--- config.mk ---
export PLATFORM = sky130hd
export DESIGN_NAME = i2c_flow_slave
export DESIGN_NICKNAME = d
export VERILOG_FILES = /design/src/rtl/i2c_flow_pkg.sv /design/src/rtl/i2c_bus_sync.sv /design/src/rtl/i2c_flow_dp.sv /design/src/rtl/i2c_flow_ctrl.sv /design/src/rtl/i2c_flow_slave.sv
export SDC_FILE = /design/constraint.sdc
export NUM_CORES = 1
export LEC_CHECK = 0
export BUFFER_PORTS_ARGS = -buffer_cell sky130_fd_sc_hd__buf_4
export CORE_MARGIN = 4
export CORE_UTILIZATION = 54
export CTS_CLUSTER_DIAMETER = 40
export CTS_CLUSTER_SIZE = 10
export DETAILED_ROUTE_END_ITERATION = 6
export MAX_ROUTING_LAYER = met4
export PLACE_DENSITY = 0.77
export SLEW_MARGIN = 5
export SYNTH_ARGS = -nofsm -noshare
export SYNTH_HDL_FRONTEND = slang
export SYNTH_SLANG_ARGS = --single-unit
--- constraint.sdc ---
create_clock -name clk -period 2.79 [get_ports clk]
set_input_delay 0.279 -clock clk [delete_from_list [all_inputs] [get_ports clk]]
set_output_delay 0.279 -clock clk [all_outputs]
set_load 0.005 [all_outputs]
--- src/rtl/i2c_flow_pkg.sv ---
package i2c_flow_pkg;

  typedef enum logic [3:0] {
    ST_IDLE,
    ST_ADDR,
    ST_ADDR_ACK,
    ST_WR_DATA,
    ST_WR_WAIT,
    ST_WR_REL,
    ST_WR_ACK,
    ST_RD_DATA,
    ST_RD_WAIT,
    ST_RD_REL,
    ST_RD_ACK
  } i2cState_t;

  // control -> datapath
  typedef struct packed {
    logic shiftIn;
    logic shiftOut;
    logic loadTx;
    logic loadOnes;
    logic clrCnt;
    logic ackOn;
    logic ackOff;
    logic rdOn;
    logic rdOff;
    logic sclHold;
    logic sclRel;
    logic latchAddr;
    logic rxPush;
  } i2cStrobe_t;

  // datapath -> control
  typedef struct packed {
    logic startEv;
    logic stopEv;
    logic sclRise;
    logic sclFall;
    logic sdaBit;
    logic cntFull;
    logic cntLast;
    logic addrHit;
    logic rwBit;
  } i2cStatus_t;

endpackage

--- src/rtl/i2c_bus_sync.sv ---
module i2c_bus_sync #(
  parameter int unsigned WIDTH  = 2,
  parameter int unsigned STAGES = 2
) (
  input  logic             clk,
  input  logic             rstN,
  input  logic [WIDTH-1:0] din,
  output logic [WIDTH-1:0] dout
);
  logic [WIDTH-1:0] pipe [STAGES];

  for (genvar g = 0; g < STAGES; g++) begin : gStage
    if (g == 0) begin : gFirst
      always_ff @(posedge clk or negedge rstN) begin
        if (!rstN) pipe[g] <= '1;
        else       pipe[g] <= din;
      end
    end else begin : gNext
      always_ff @(posedge clk or negedge rstN) begin
        if (!rstN) pipe[g] <= '1;
        else       pipe[g] <= pipe[g-1];
      end
    end
  end

  assign dout = pipe[STAGES-1];
endmodule

--- src/rtl/i2c_flow_dp.sv ---
module i2c_flow_dp
  import i2c_flow_pkg::*;
#(
  parameter int unsigned DATA_W     = 8,
  parameter int unsigned SLAVE_ADDR = 'h40
) (
  input  logic              clk,
  input  logic              rstN,
  input  logic              sclS,
  input  logic              sdaS,
  input  i2cStrobe_t        stb,
  input  logic [DATA_W-1:0] txData,
  input  logic              txValid,
  input  logic              rxReady,
  output i2cStatus_t        st,
  output logic [DATA_W-1:0] rxData,
  output logic              rxValid,
  output logic              txReady,
  output logic              sdaOe,
  output logic              sclOe,
  output logic              busyN,
  output logic              irqN
);
  localparam int unsigned ADDR_W = DATA_W - 1;
  localparam int unsigned CNT_W  = $clog2(DATA_W + 1);

  logic              sclD, sdaD;
  logic [DATA_W-1:0] shiftReg;
  logic [CNT_W-1:0]  bitCnt;
  logic              ackLow, rdMode, sclHoldReg, rwReg;

  always_ff @(posedge clk or negedge rstN) begin
    if (!rstN) begin
      sclD <= 1'b1;
      sdaD <= 1'b1;
    end else begin
      sclD <= sclS;
      sdaD <= sdaS;
    end
  end

  always_ff @(posedge clk or negedge rstN) begin
    if (!rstN) begin
      shiftReg <= '0;
    end else if (stb.loadTx) begin
      shiftReg <= txData;
    end else if (stb.loadOnes) begin
      shiftReg <= '1;
    end else if (stb.shiftIn) begin
      shiftReg <= {shiftReg[DATA_W-2:0], sdaS};
    end else if (stb.shiftOut) begin
      shiftReg <= {shiftReg[DATA_W-2:0], 1'b1};
    end
  end

  always_ff @(posedge clk or negedge rstN) begin
    if (!rstN)                          bitCnt <= '0;
    else if (stb.clrCnt)                bitCnt <= '0;
    else if (stb.shiftIn || stb.shiftOut) bitCnt <= bitCnt + 1'b1;
  end

  always_ff @(posedge clk or negedge rstN) begin
    if (!rstN) begin
      ackLow     <= 1'b0;
      rdMode     <= 1'b0;
      sclHoldReg <= 1'b0;
      rwReg      <= 1'b0;
      busyN      <= 1'b1;
      irqN       <= 1'b1;
    end else begin
      if (stb.ackOn)          ackLow <= 1'b1;
      else if (stb.ackOff)    ackLow <= 1'b0;
      if (stb.rdOn)           rdMode <= 1'b1;
      else if (stb.rdOff)     rdMode <= 1'b0;
      if (stb.sclHold)        sclHoldReg <= 1'b1;
      else if (stb.sclRel)    sclHoldReg <= 1'b0;
      if (stb.latchAddr)      rwReg <= shiftReg[0];
      busyN <= rxReady;
      irqN  <= !txValid;
    end
  end

  always_comb begin
    st.startEv = sclS && sclD && sdaD && !sdaS;
    st.stopEv  = sclS && sclD && !sdaD && sdaS;
    st.sclRise = sclS && !sclD;
    st.sclFall = !sclS && sclD;
    st.sdaBit  = sdaS;
    st.cntFull = (bitCnt == CNT_W'(DATA_W));
    st.cntLast = (bitCnt == CNT_W'(DATA_W - 1));
    st.addrHit = (shiftReg[DATA_W-1:1] == ADDR_W'(SLAVE_ADDR));
    st.rwBit   = rwReg;
  end

  assign rxData  = shiftReg;
  assign rxValid = stb.rxPush;
  assign txReady = stb.loadTx;
  assign sdaOe   = ackLow || (rdMode && !shiftReg[DATA_W-1]);
  assign sclOe   = sclHoldReg;
endmodule

--- src/rtl/i2c_flow_ctrl.sv ---
module i2c_flow_ctrl
  import i2c_flow_pkg::*;
(
  input  logic       clk,
  input  logic       rstN,
  input  logic       strictEn,
  input  logic       rxReady,
  input  logic       txValid,
  input  i2cStatus_t st,
  output i2cStrobe_t stb
);
  i2cState_t state, nextState;
  logic      mAck, nextAck, doFetch;

  always_ff @(posedge clk or negedge rstN) begin
    if (!rstN) begin
      state <= ST_IDLE;
      mAck  <= 1'b0;
    end else begin
      state <= nextState;
      mAck  <= nextAck;
    end
  end

  always_comb begin
    stb       = '0;
    nextState = state;
    nextAck   = mAck;
    doFetch   = 1'b0;
    if (st.stopEv) begin
      nextState  = ST_IDLE;
      stb.ackOff = 1'b1;
      stb.rdOff  = 1'b1;
      stb.sclRel = 1'b1;
    end else if (st.startEv) begin
      nextState  = ST_ADDR;
      stb.clrCnt = 1'b1;
      stb.ackOff = 1'b1;
      stb.rdOff  = 1'b1;
      stb.sclRel = 1'b1;
    end else begin
      unique case (state)
        ST_IDLE: ;
        ST_ADDR: begin
          if (st.sclRise) stb.shiftIn = 1'b1;
          else if (st.sclFall && st.cntFull) begin
            stb.latchAddr = 1'b1;
            if (st.addrHit) begin
              stb.ackOn = 1'b1;
              nextState = ST_ADDR_ACK;
            end else begin
              nextState = ST_IDLE;
            end
          end
        end
        ST_ADDR_ACK: begin
          if (st.sclFall) begin
            stb.ackOff = 1'b1;
            if (st.rwBit) begin
              doFetch = 1'b1;
            end else begin
              stb.clrCnt = 1'b1;
              nextState  = ST_WR_DATA;
            end
          end
        end
        ST_WR_DATA: begin
          if (st.sclRise) stb.shiftIn = 1'b1;
          else if (st.sclFall && st.cntFull) begin
            if (rxReady) begin
              stb.rxPush = 1'b1;
              stb.ackOn  = 1'b1;
              nextState  = ST_WR_ACK;
            end else if (strictEn) begin
              stb.sclHold = 1'b1;
              nextState   = ST_WR_WAIT;
            end else begin
              nextState = ST_WR_ACK;  // refused: SDA stays released
            end
          end
        end
        ST_WR_WAIT: begin
          if (rxReady) begin
            stb.rxPush = 1'b1;
            stb.ackOn  = 1'b1;
            nextState  = ST_WR_REL;
          end
        end
        ST_WR_REL: begin
          stb.sclRel = 1'b1;
          nextState  = ST_WR_ACK;
        end
        ST_WR_ACK: begin
          if (st.sclFall) begin
            stb.ackOff = 1'b1;
            stb.clrCnt = 1'b1;
            nextState  = ST_WR_DATA;
          end
        end
        ST_RD_WAIT: begin
          if (txValid) begin
            stb.loadTx = 1'b1;
            stb.clrCnt = 1'b1;
            stb.rdOn   = 1'b1;
            nextState  = ST_RD_REL;
          end
        end
        ST_RD_REL: begin
          stb.sclRel = 1'b1;
          nextState  = ST_RD_DATA;
        end
        ST_RD_DATA: begin
          if (st.sclFall) begin
            if (st.cntLast) begin
              stb.rdOff = 1'b1;
              nextState = ST_RD_ACK;
            end else begin
              stb.shiftOut = 1'b1;
            end
          end
        end
        ST_RD_ACK: begin
          if (st.sclRise) nextAck = !st.sdaBit;
          else if (st.sclFall) begin
            if (mAck) doFetch = 1'b1;
            else      nextState = ST_IDLE;
          end
        end
        default: nextState = ST_IDLE;
      endcase
      if (doFetch) begin
        if (txValid) begin
          stb.loadTx = 1'b1;
          stb.clrCnt = 1'b1;
          stb.rdOn   = 1'b1;
          nextState  = ST_RD_DATA;
        end else if (strictEn) begin
          stb.sclHold = 1'b1;
          nextState   = ST_RD_WAIT;
        end else begin
          stb.loadOnes = 1'b1;
          stb.clrCnt   = 1'b1;
          stb.rdOn     = 1'b1;
          nextState    = ST_RD_DATA;
        end
      end
    end
  end
endmodule

--- src/rtl/i2c_flow_slave.sv ---
module i2c_flow_slave
  import i2c_flow_pkg::*;
#(
  parameter int unsigned DATA_W      = 8,
  parameter int unsigned SLAVE_ADDR  = 'h40,
  parameter int unsigned SYNC_STAGES = 2
) (
  input  logic              clk,
  input  logic              rstN,
  input  logic              strictEn,
  input  logic              sclIn,
  input  logic              sdaIn,
  output logic              sclOe,
  output logic              sdaOe,
  output logic [DATA_W-1:0] rxData,
  output logic              rxValid,
  input  logic              rxReady,
  input  logic [DATA_W-1:0] txData,
  input  logic              txValid,
  output logic              txReady,
  output logic              busyN,
  output logic              irqN
);
  logic [1:0] syncOut;
  i2cStrobe_t stb;
  i2cStatus_t st;

  i2c_bus_sync #(.WIDTH(2), .STAGES(SYNC_STAGES)) u_sync (
    .clk(clk), .rstN(rstN), .din({sclIn, sdaIn}), .dout(syncOut)
  );

  i2c_flow_dp #(.DATA_W(DATA_W), .SLAVE_ADDR(SLAVE_ADDR)) u_dp (
    .clk(clk), .rstN(rstN), .sclS(syncOut[1]), .sdaS(syncOut[0]),
    .stb(stb), .txData(txData), .txValid(txValid), .rxReady(rxReady),
    .st(st), .rxData(rxData), .rxValid(rxValid), .txReady(txReady),
    .sdaOe(sdaOe), .sclOe(sclOe), .busyN(busyN), .irqN(irqN)
  );

  i2c_flow_ctrl u_ctrl (
    .clk(clk), .rstN(rstN), .strictEn(strictEn), .rxReady(rxReady),
    .txValid(txValid), .st(st), .stb(stb)
  );
endmodule

-- Word-level counts from Yosys, hierarchy flattened
Cells that the tools add are included.
- add/sub/neg operators: 1
- $mul: 0
- div/mod/pow operators: 0
- magnitude comparators: 0
- equal/unequal tests: 28
- shifts and indexed selects: 0
- muxes and demuxes: 102
- bitwise gates (word level): 2
- reduce and logical (&&, ||, !) cells: 28
- operator list (cell ; count):
    4-bit 2-to-1 mux ; 22
    1-bit 2-to-1 mux ; 63
    4-bit one-hot mux with 11 select lines ; 1
    5-bit by 4-bit != test with 1-bit output, second input constant ; 7
    8-bit 2-to-1 mux ; 4
    5-bit by 3-bit != test with 1-bit output, second input constant ; 6
    4-bit by 3-bit equality test with 1-bit output, second input constant ; 5
    4-bit equality test, second input constant ; 4
    15-bit AND reduction ; 1
    2-bit 2-to-1 mux ; 6
    1-bit logical AND ; 9
    4-bit by 2-bit equality test with 1-bit output, second input constant ; 2
    2-bit nonzero test ; 4
    7-bit equality test, second input constant ; 1
    1-bit logical NOT ; 6
    6-bit 2-to-1 mux ; 1
    1-bit one-hot mux with 3 select lines ; 2
    2-bit OR reduction ; 3
    5-bit != test, second input constant ; 1
    4-bit by 1-bit adder with 4-bit output, second input constant ; 1
    4-bit by 1-bit equality test with 1-bit output, second input constant ; 1
    4-bit logical NOT ; 1
    4-bit by 3-bit != test with 1-bit output, second input constant ; 1
    1-bit one-hot mux with 2 select lines ; 2
    5 further kinds ; 7
- register bits: 29
- latch bits: 0
- RAM bits: 0
- memory bits (read-only): 0
- input port bits: 15
- output and inout port bits: 14
- word-level logic and storage cells: 175
- memories: 0

-- Longest topological paths before layout
Gate-level depths: netlist (run 1).
- word-level depth: 14
- mapped depth: 7
- depth with buffers taken out: 6

-- Hierarchy
Synthesis (run 1) repeated with hierarchy kept, for this count alone.
- cells, all modules: 215
- area, all modules: 1839.3 µm²
- modules (own cells, without submodules) (module ; instances ; cells each ; area an instance (µm²) ; seq. area each (µm²)):
    i2c_flow_dp ; 1 ; 99 ; 964.7 ; 505.5
    i2c_flow_ctrl ; 1 ; 110 ; 754.5 ; 125.1
    i2c_bus_sync ; 1 ; 6 ; 120.1 ; 105.1

-- Worst setup path after synthesis (run 1)
No wires, ideal clock.
- kind: reg2reg
- from: reg u_dp.sclD
- to: reg u_dp.bitCnt[0]
- library setup time: 0.128 ns
- arrival: 1.602 ns
- required time: 2.662 ns
- path slack: 1.060 ns
- stages on the path, launching flop included: 7
- path buffers: 1
- clock period less this slack: 1.730 ns
- path through: dfstp_2 > or2b_1 > nor3_1 > or2_2 > buf_6 > xnor2_1 > nor2_2
- cells in the longest elaborated chain, start to end: 10
- elaborated cells on any way between the ends: 30
- classes of those cells: mux (20); reduce/logical (10)
- RTL lines (element ; line ; text):
    start: declaration ; i2c_flow_dp.sv:27 ; logic sclD, sdaD;
    start signal: assignment ; i2c_flow_dp.sv:37 ; sclD <= sclS;
    1-bit logical AND / 1-bit logical NOT (equally long branches) ; i2c_flow_dp.sv:87, i2c_flow_dp.sv:86 ;
    1-bit 2-to-1 mux / 1-bit logical AND (equally long branches) ; i2c_flow_ctrl.sv:124, i2c_flow_dp.sv:86 ;
    1-bit 2-to-1 mux ; i2c_flow_ctrl.sv:123 ; if (st.sclRise) nextAck = !st.sdaBit;
    1-bit one-hot mux with 2 select lines ; i2c_flow_ctrl.sv:42 ; unique case (state)
    1-bit 2-to-1 mux ; i2c_flow_ctrl.sv:35 ; end else if (st.startEv) begin
    1-bit 2-to-1 mux ; i2c_flow_ctrl.sv:30 ; if (st.stopEv) begin
    3-bit 2-to-1 mux ; i2c_flow_ctrl.sv:131 ; if (doFetch) begin
    1-bit 2-to-1 mux ; i2c_flow_ctrl.sv:35 ;
    6-bit 2-to-1 mux (*) ; i2c_flow_ctrl.sv:30 ;
    4-bit 2-to-1 mux / 2-bit nonzero test (equally long branches) ; n/a ;
    end signal: assignment ; i2c_flow_dp.sv:59 ; else if (stb.shiftIn || stb.shiftOut) bitCnt <= bitCnt + 1'b1;
    end: declaration ; i2c_flow_dp.sv:29 ; logic [CNT_W-1:0] bitCnt;
Every way passes the cells marked *; elsewhere a longest branch is shown, timed or not. The select of a mux whose other input is x is not followed.
A chain may end at the register's enable or synchronous reset.

-- Worst setup path after layout (run 1)
- from: reg u_ctrl.state[3]
- to: out txReady
- cells in the longest elaborated chain, start to end: 7
- elaborated cells on any way between the ends: 11
- classes of those cells: eq/ne (3); mux (8)
- RTL lines (element ; line ; text):
    start: declaration ; i2c_flow_ctrl.sv:12 ; i2cState_t state, nextState;
    start signal: assignment ; i2c_flow_ctrl.sv:20 ; state <= nextState;
    4-bit equality test / 4-bit by 2-bit equality test with 1-bit output (equally long branches) ; i2c_flow_ctrl.sv:42 ;
    1-bit one-hot mux with 2 select lines ; i2c_flow_ctrl.sv:42 ;
    1-bit 2-to-1 mux ; i2c_flow_ctrl.sv:35 ;
    1-bit 2-to-1 mux ; i2c_flow_ctrl.sv:30 ;
    3-bit 2-to-1 mux (*) ; i2c_flow_ctrl.sv:131 ;
    4-bit 2-to-1 mux (*) ; i2c_flow_ctrl.sv:35 ;
    6-bit 2-to-1 mux (*) ; i2c_flow_ctrl.sv:30 ;
    end: declaration ; i2c_flow_slave.sv:20 ; output logic txReady,
Marks and branches as above.

==> results of run 1 <==
## layer usage
metal  GRT usage  wire length, um
met3      0.0615              249
met2       0.367             2090
met1       0.266             1710
met5           -                0
met4      0.0818               51
## area by class of cell
class,count,area share
inverters,9,0.0166
repair buffers,30,0.112
multi-input cells,126,0.439
flip-flops and latches,29,0.362
well taps,44,0.0271
clock inverters,2,0.0185
clock buffers,6,0.0252
## kinds of logic (layout without fill, tap and decap cells)
logic type	after synthesis	in the layout
simple gates	67	67
compound gates	47	47
flops	29	29
buf+inv	16	47
xor+xnor	5	5
mux	5	5
fa+ha+maj	2	2
## worst max path at each step
stage | depth (start not counted) | start | endpoint | slack, ps
5_1_grt | 5 | u_ctrl.state[3] | txReady | 60
6_report | 5 | u_ctrl.state[3] | txReady | 270
4_1_cts | 5 | u_ctrl.state[3] | txReady | 280
3_3_place_gp | 5 | u_ctrl.state[3] | txReady | 660
2_1_floorplan | 6 | u_dp.sclD | u_dp.bitCnt[0] | 1060
3_5_place_dp | 5 | u_ctrl.state[0] | u_dp.rxData[1] | 660
## layout by cell type (no fill, tap or decap), drive strengths merged, types with 3 or more instances in the layout
cell type | netlist | routed
clkbuf | 1 | 6
xnor2 | 3 | 3
a31oi | 4 | 4
dfrtp | 21 | 21
nand2b | 3 | 3
inv | 9 | 9
mux2i | 4 | 4
nor3 | 9 | 9
nor2 | 22 | 22
nand2 | 8 | 8
o21ai | 4 | 4
buf | 6 | 29
dfstp | 8 | 8
a21oi | 12 | 12
o2bb2ai | 8 | 8
nor2b | 3 | 3
## flip-flops by register name, summed over array words and instances, names as in the netlist, 2 cells and up
register      flops
u_ctrl.state      4
u_dp.bitCnt       4
u_dp.rxData       8
u_sync.dout       2
u_sync.pipe       2
## critical path, stage by stage, from the launching register on
cell and delay (ps):
dfrtp_1 630, mux2i_1 330, nor3_4 100, o211ai_1 600
inv_1 90, buf_4 160
## stage by stage
step	total power [mW]	util	instance area [um2]	setup WS [ps]
2_1_floorplan	0.887	-	1710	1060
5_1_grt	1.52	0.666	2030	58.6
4_1_cts	1.44	0.666	2030	284
6_report	1.43	0.666	2030	266
3_5_place_dp	1.07	0.634	1940	658
3_3_place_gp	1.06	0.634	1940	655
## report_power, final
part / total, mW / switching [mW] / internal (mW)
Combinational: 0.421 / 0.189 / 0.232
Sequential: 0.643 / 0.121 / 0.521
Clock: 0.367 / 0.154 / 0.213
==> results.yml, run 1 <==
synth:
  syn_area_um2: 1710
  synthMuxAreaShare: 0.0299
  synth_area_leader_cell: "dfrtp_1"
  synth_top_area_frac: 0.307
  synth_cell_types: 57
  synth-xor-area-share: 0.0255
  synth_ff_type: "dfrtp_1"
  synth_area_per_cell_um2: 10.0
  ys_warn_count: 0
  synth_edf_count: 0
  ys_seq_elements: 29
  synth_top_family_by_area: "simple AND/OR/NAND/NOR gates"
  yosysMostFrequentCell: "dfrtp_1"
  synth_compound_area_frac: 0.204
  synthSimpleGateAreaFrac: 0.247
  async_flop_share: 1.00
  synth_nets: 188
  seq_area_frac_synth: 0.429
  netlist_instances: 171
  synth_area_leaders: "dfrtp_1 31%, dfstp_2 12%, nor2_1 4.4%, o2bb2ai_1 3.6%, a21oi_1 3.5%"
  synthAdderAreaFrac: 0.0146
  synth_common_cells: "21 x dfrtp_1, 20 x nor2_1, 12 x a21oi_1"
finish:
  diodes: 0
  drive_above_1_share: 0.292
  nets: 218
  multiInputGateArea_um2: 893
  fin_cells: 246
  syn_to_final_growth_pct: 18.7
  nFillCells: 252
  final-seq-area_um2: 736
routing:
  detail-route-antenna-nets: 0
  dr.pass1.iters: 4
  drtIter0Drc: 92
  drc_errors: 0
  avgViaCountPerCell: 5.75
  finalWirelength_um: 4100
  via_count: 1414
  wire_per_inst_um: 16.7
grt:
  antenna_found_initial: 0
  grt_max_degree: 30
  grt.overflow.total: 0
  grt_pass1_wl_um: 6920
  grt_usage: 0.225
  grt_pass1_vias: 1427
power:
  p_leak_nw: 0.874
  peakVddDrop_mv: 0.452
  power.density_nw_per_um2: 703
cts:
  htree_levels: 2
  post_cts_resize_count: 0
  clk_pin_slew_worst_paths_ps: 100
  postCtsSetupBuffers: 0
  clk_latency_ps: 340
  cts_buffers: 5
  cts_buffer_depth: 2
  cts_root_buf: "clkbuf_4"
  cts_sinks: 29
  cts_tree: "built"
  holdBufCountCts: 1
sta:
  setup_tns_ps: 0
  fmax_ghz: 0.396
  clock_skew_ps: 18.8
  layout_min_cycle_time_ps: 2520
  tightest_slew_ps: 699
  slew_headroom: 0.532
  setup_viol: 0
  hold_viol: 0
  fin_crit_sh: 0.905
  timing_max_transition_violations_final: 0
  rsz0062_at_grt: "false"
  whs_ps: 49.0
critical_path:
  worstReg2RegStart: "u_ctrl.state[0]"
  critical_path_class: "reg2out"
  crit_arrival_ps: 2240
  rr_endpoint: "u_dp.rxData[1]"
  end_kind: "output port"
  r2r_setup_slack_ps: 600
  worstPathMaxFanout: 15
  cp.required_ps: 2510
  worst_setup_path_start_kind: "flop"
  reg2reg_depth: 5
die:
  die_area_um2: 4140
  die_width_um: 64.3
  core_um2: 3050
  dieHeight_um: 64.3
  rows: 20
  boundaryPins: 29
  initial_core_util: 0.561
placement:
  port_buffers: 28
  dp.cells: 237
  hpwl_um: 3020
  gp_congestion: 0.908
job:
  maxCapViolations: 0
min_path:
  min_path_type: "in2reg"
  hold_path_depth: 1
  hold_path_startpoint: "sclIn"
  hold_end: "u_sync.pipe[3]"
run_status:
  outcome: "finished clean"
Note: power is estimated with default switching activity, not from simulation.
==> run 2: changes to the inputs <==
--- a/config.mk
+++ b/config.mk
@@ -6,6 +6,7 @@
 export NUM_CORES = 1
 export LEC_CHECK = 0
 export BUFFER_PORTS_ARGS = -buffer_cell sky130_fd_sc_hd__buf_4
+export CORE_ASPECT_RATIO = 0.5
 export CORE_MARGIN = 4
 export CORE_UTILIZATION = 54
 export CTS_CLUSTER_DIAMETER = 40
==> run 2 against run 1 <==
Compared with the run above: maximum frequency down 0.96%; global-route usage decreased by 1.3 points; power grew 3.7%; cell count fell by 1.6%; critical path depth unchanged; register-to-register slack improved by 80 ps; final area is 0.68% higher; utilization grew 1.3 points; combinational power barely moved; non-clock buffer count did not move.
==> results.yml, run 2 (same netlist as run 1, synthesis figures left out) <==
sta:
  clock_skew_ps: 3.13
  hold_viol: 0
  timing_max_transition_violations_final: 0
  setup_tns_ps: 0
  slew_headroom: 0.483
  rsz0062_at_grt: "false"
  setup_viol: 0
  whs_ps: 104
  tightest_slew_ps: 773
  fin_crit_sh: 0.913
  layout_min_cycle_time_ps: 2550
  fmax_ghz: 0.392
cts:
  cts_root_buf: "clkbuf_8"
  clk_pin_slew_worst_paths_ps: 60
  cts_sinks: 29
  cts_buffer_depth: 2
  cts_buffers: 5
  cts_tree: "built"
  htree_levels: 2
  clk_latency_ps: 280
  postCtsSetupBuffers: 0
routing:
  dr.pass1.iters: 4
  wire_per_inst_um: 15.8
  drtIter0Drc: 114
  detail-route-antenna-nets: 0
  drc_errors: 0
  via_count: 1434
  finalWirelength_um: 3830
  avgViaCountPerCell: 5.93
grt:
  grt_pass1_wl_um: 6320
  grt_use_met2: 0.326
  grt_usage: 0.212
  busiest_layer: "met2"
  use_met1: 0.274
  grt.overflow.total: 0
  antenna_found_initial: 0
  grt_pass1_vias: 1307
  grt.met3_usage: 0.0636
  grt_max_degree: 30
power:
  p_sw_uw: 465
  p_seq_frac: 0.432
  p_leak_nw: 0.885
  swShare: 0.314
  peakVddDrop_mv: 0.457
  power.density_nw_per_um2: 724
  finalPower_mw: 1.48
  clkPwrFrac: 0.285
  p_int_mw: 1.02
  combPwrFrac: 0.282
placement:
  gp_congestion: 0.935
  hpwl_um: 2780
  port_buffers: 28
  post_dp_cell_area_um2: 1930
finish:
  largest_reg_flops: 8
  nFillCells: 230
  diodes: 0
  stdcell_area_um2: 2050
  final_cell_mix: "29 x buf_4, 21 x dfrtp_1, 20 x nor2_1, 12 x a21oi_1, 9 x inv_1"
  drive_above_1_share: 0.287
  syn_to_final_growth_pct: 19.5
  nets: 218
  layout_commonest_cell: "buf_4"
job:
  maxCapViolations: 0
critical_path:
  crit_arrival_ps: 2270
  cp.required_ps: 2510
  critical_path_class: "reg2out"
  end_kind: "output port"
  reg2reg_depth: 5
  crit_path_cell_trace: "mux2i_1 -> nor3_4 -> o211ai_1 -> inv_1 -> buf_4"
  crit_buf_inv: 2
  cp.depth: 5
  path_delay_family: "compound AO/OA/AOI/OAI gates"
  worst_setup_path_start_kind: "flop"
  max_stage_delay_ps: 660
  worstPathMaxFanout: 15
  crit_slowest_cell: "o211ai_1"
die:
  core_um2: 3010
  boundaryPins: 29
  initial_core_util: 0.569
  rows: 14
  dieHeight_um: 47.8
  die_width_um: 87.7
  die_area_um2: 4190
min_path:
  hold_path_depth: 1
  min_path_type: "in2reg"
run_status:
  outcome: "finished clean"
run 2: final timing paths:
check / end / startpoint / slack [ps]
worst max-delay path: txReady / u_ctrl.state[3] / 240
worst min-delay path: u_sync.pipe[2] / sdaIn / 100
worst max register to register: u_dp.rxData[2] / u_ctrl.state[2] / 680
worst min register to register: u_sync.dout[0] / u_sync.pipe[2] / 360
max in group asynchronous: u_sync.pipe[2] / rstN / 2010
min in group asynchronous: u_ctrl.state[1] / rstN / 460
run 2: area by class of cell:
class / count / area [um2] / share of cell area
tap: 40 / 50.0 / 0.0244
inverter: 9 / 33.8 / 0.0165
sequential: 29 / 736 / 0.359
clock buffer: 6 / 72.6 / 0.0354
clock inverter: 2 / 35.0 / 0.0171
multi-input combinational: 126 / 893 / 0.436
timing repair buffer: 30 / 228 / 0.111
run 2: timing repair:
action / 4_1_cts / 5_1_grt
hold buffers: 1 / 0
gates resized for setup: 0 / 0
endpoints found under the hold margin: 21 / 0
endpoints found under the setup margin: 0 / 0
run 2: stage by stage:
stage                util  std cells  setup slack [ps]
floorplan               -        171              1060
global placement    0.641        233               640
detailed placement  0.641        233               564
CTS                 0.680        242               248
global route        0.680        242              37.5
finish              0.680        242               242
run 2: power groups by stage:
stage | Clock [mW] | Combinational, mW | Sequential (mW)
finish | 0.423 | 0.419 | 0.642
global route | 0.453 | 0.460 | 0.657
CTS | 0.431 | 0.424 | 0.639
detailed placement | 0 | 0.420 | 0.645
global placement | 0 | 0.412 | 0.644
floorplan | 0 | 0.276 | 0.611
run 2: layer usage:
metal  vias up  share of wire
met3         4          0.078
met4         0         0.0065
met1       695           0.48
met2        51           0.43
li1        684              -
met5         -              0
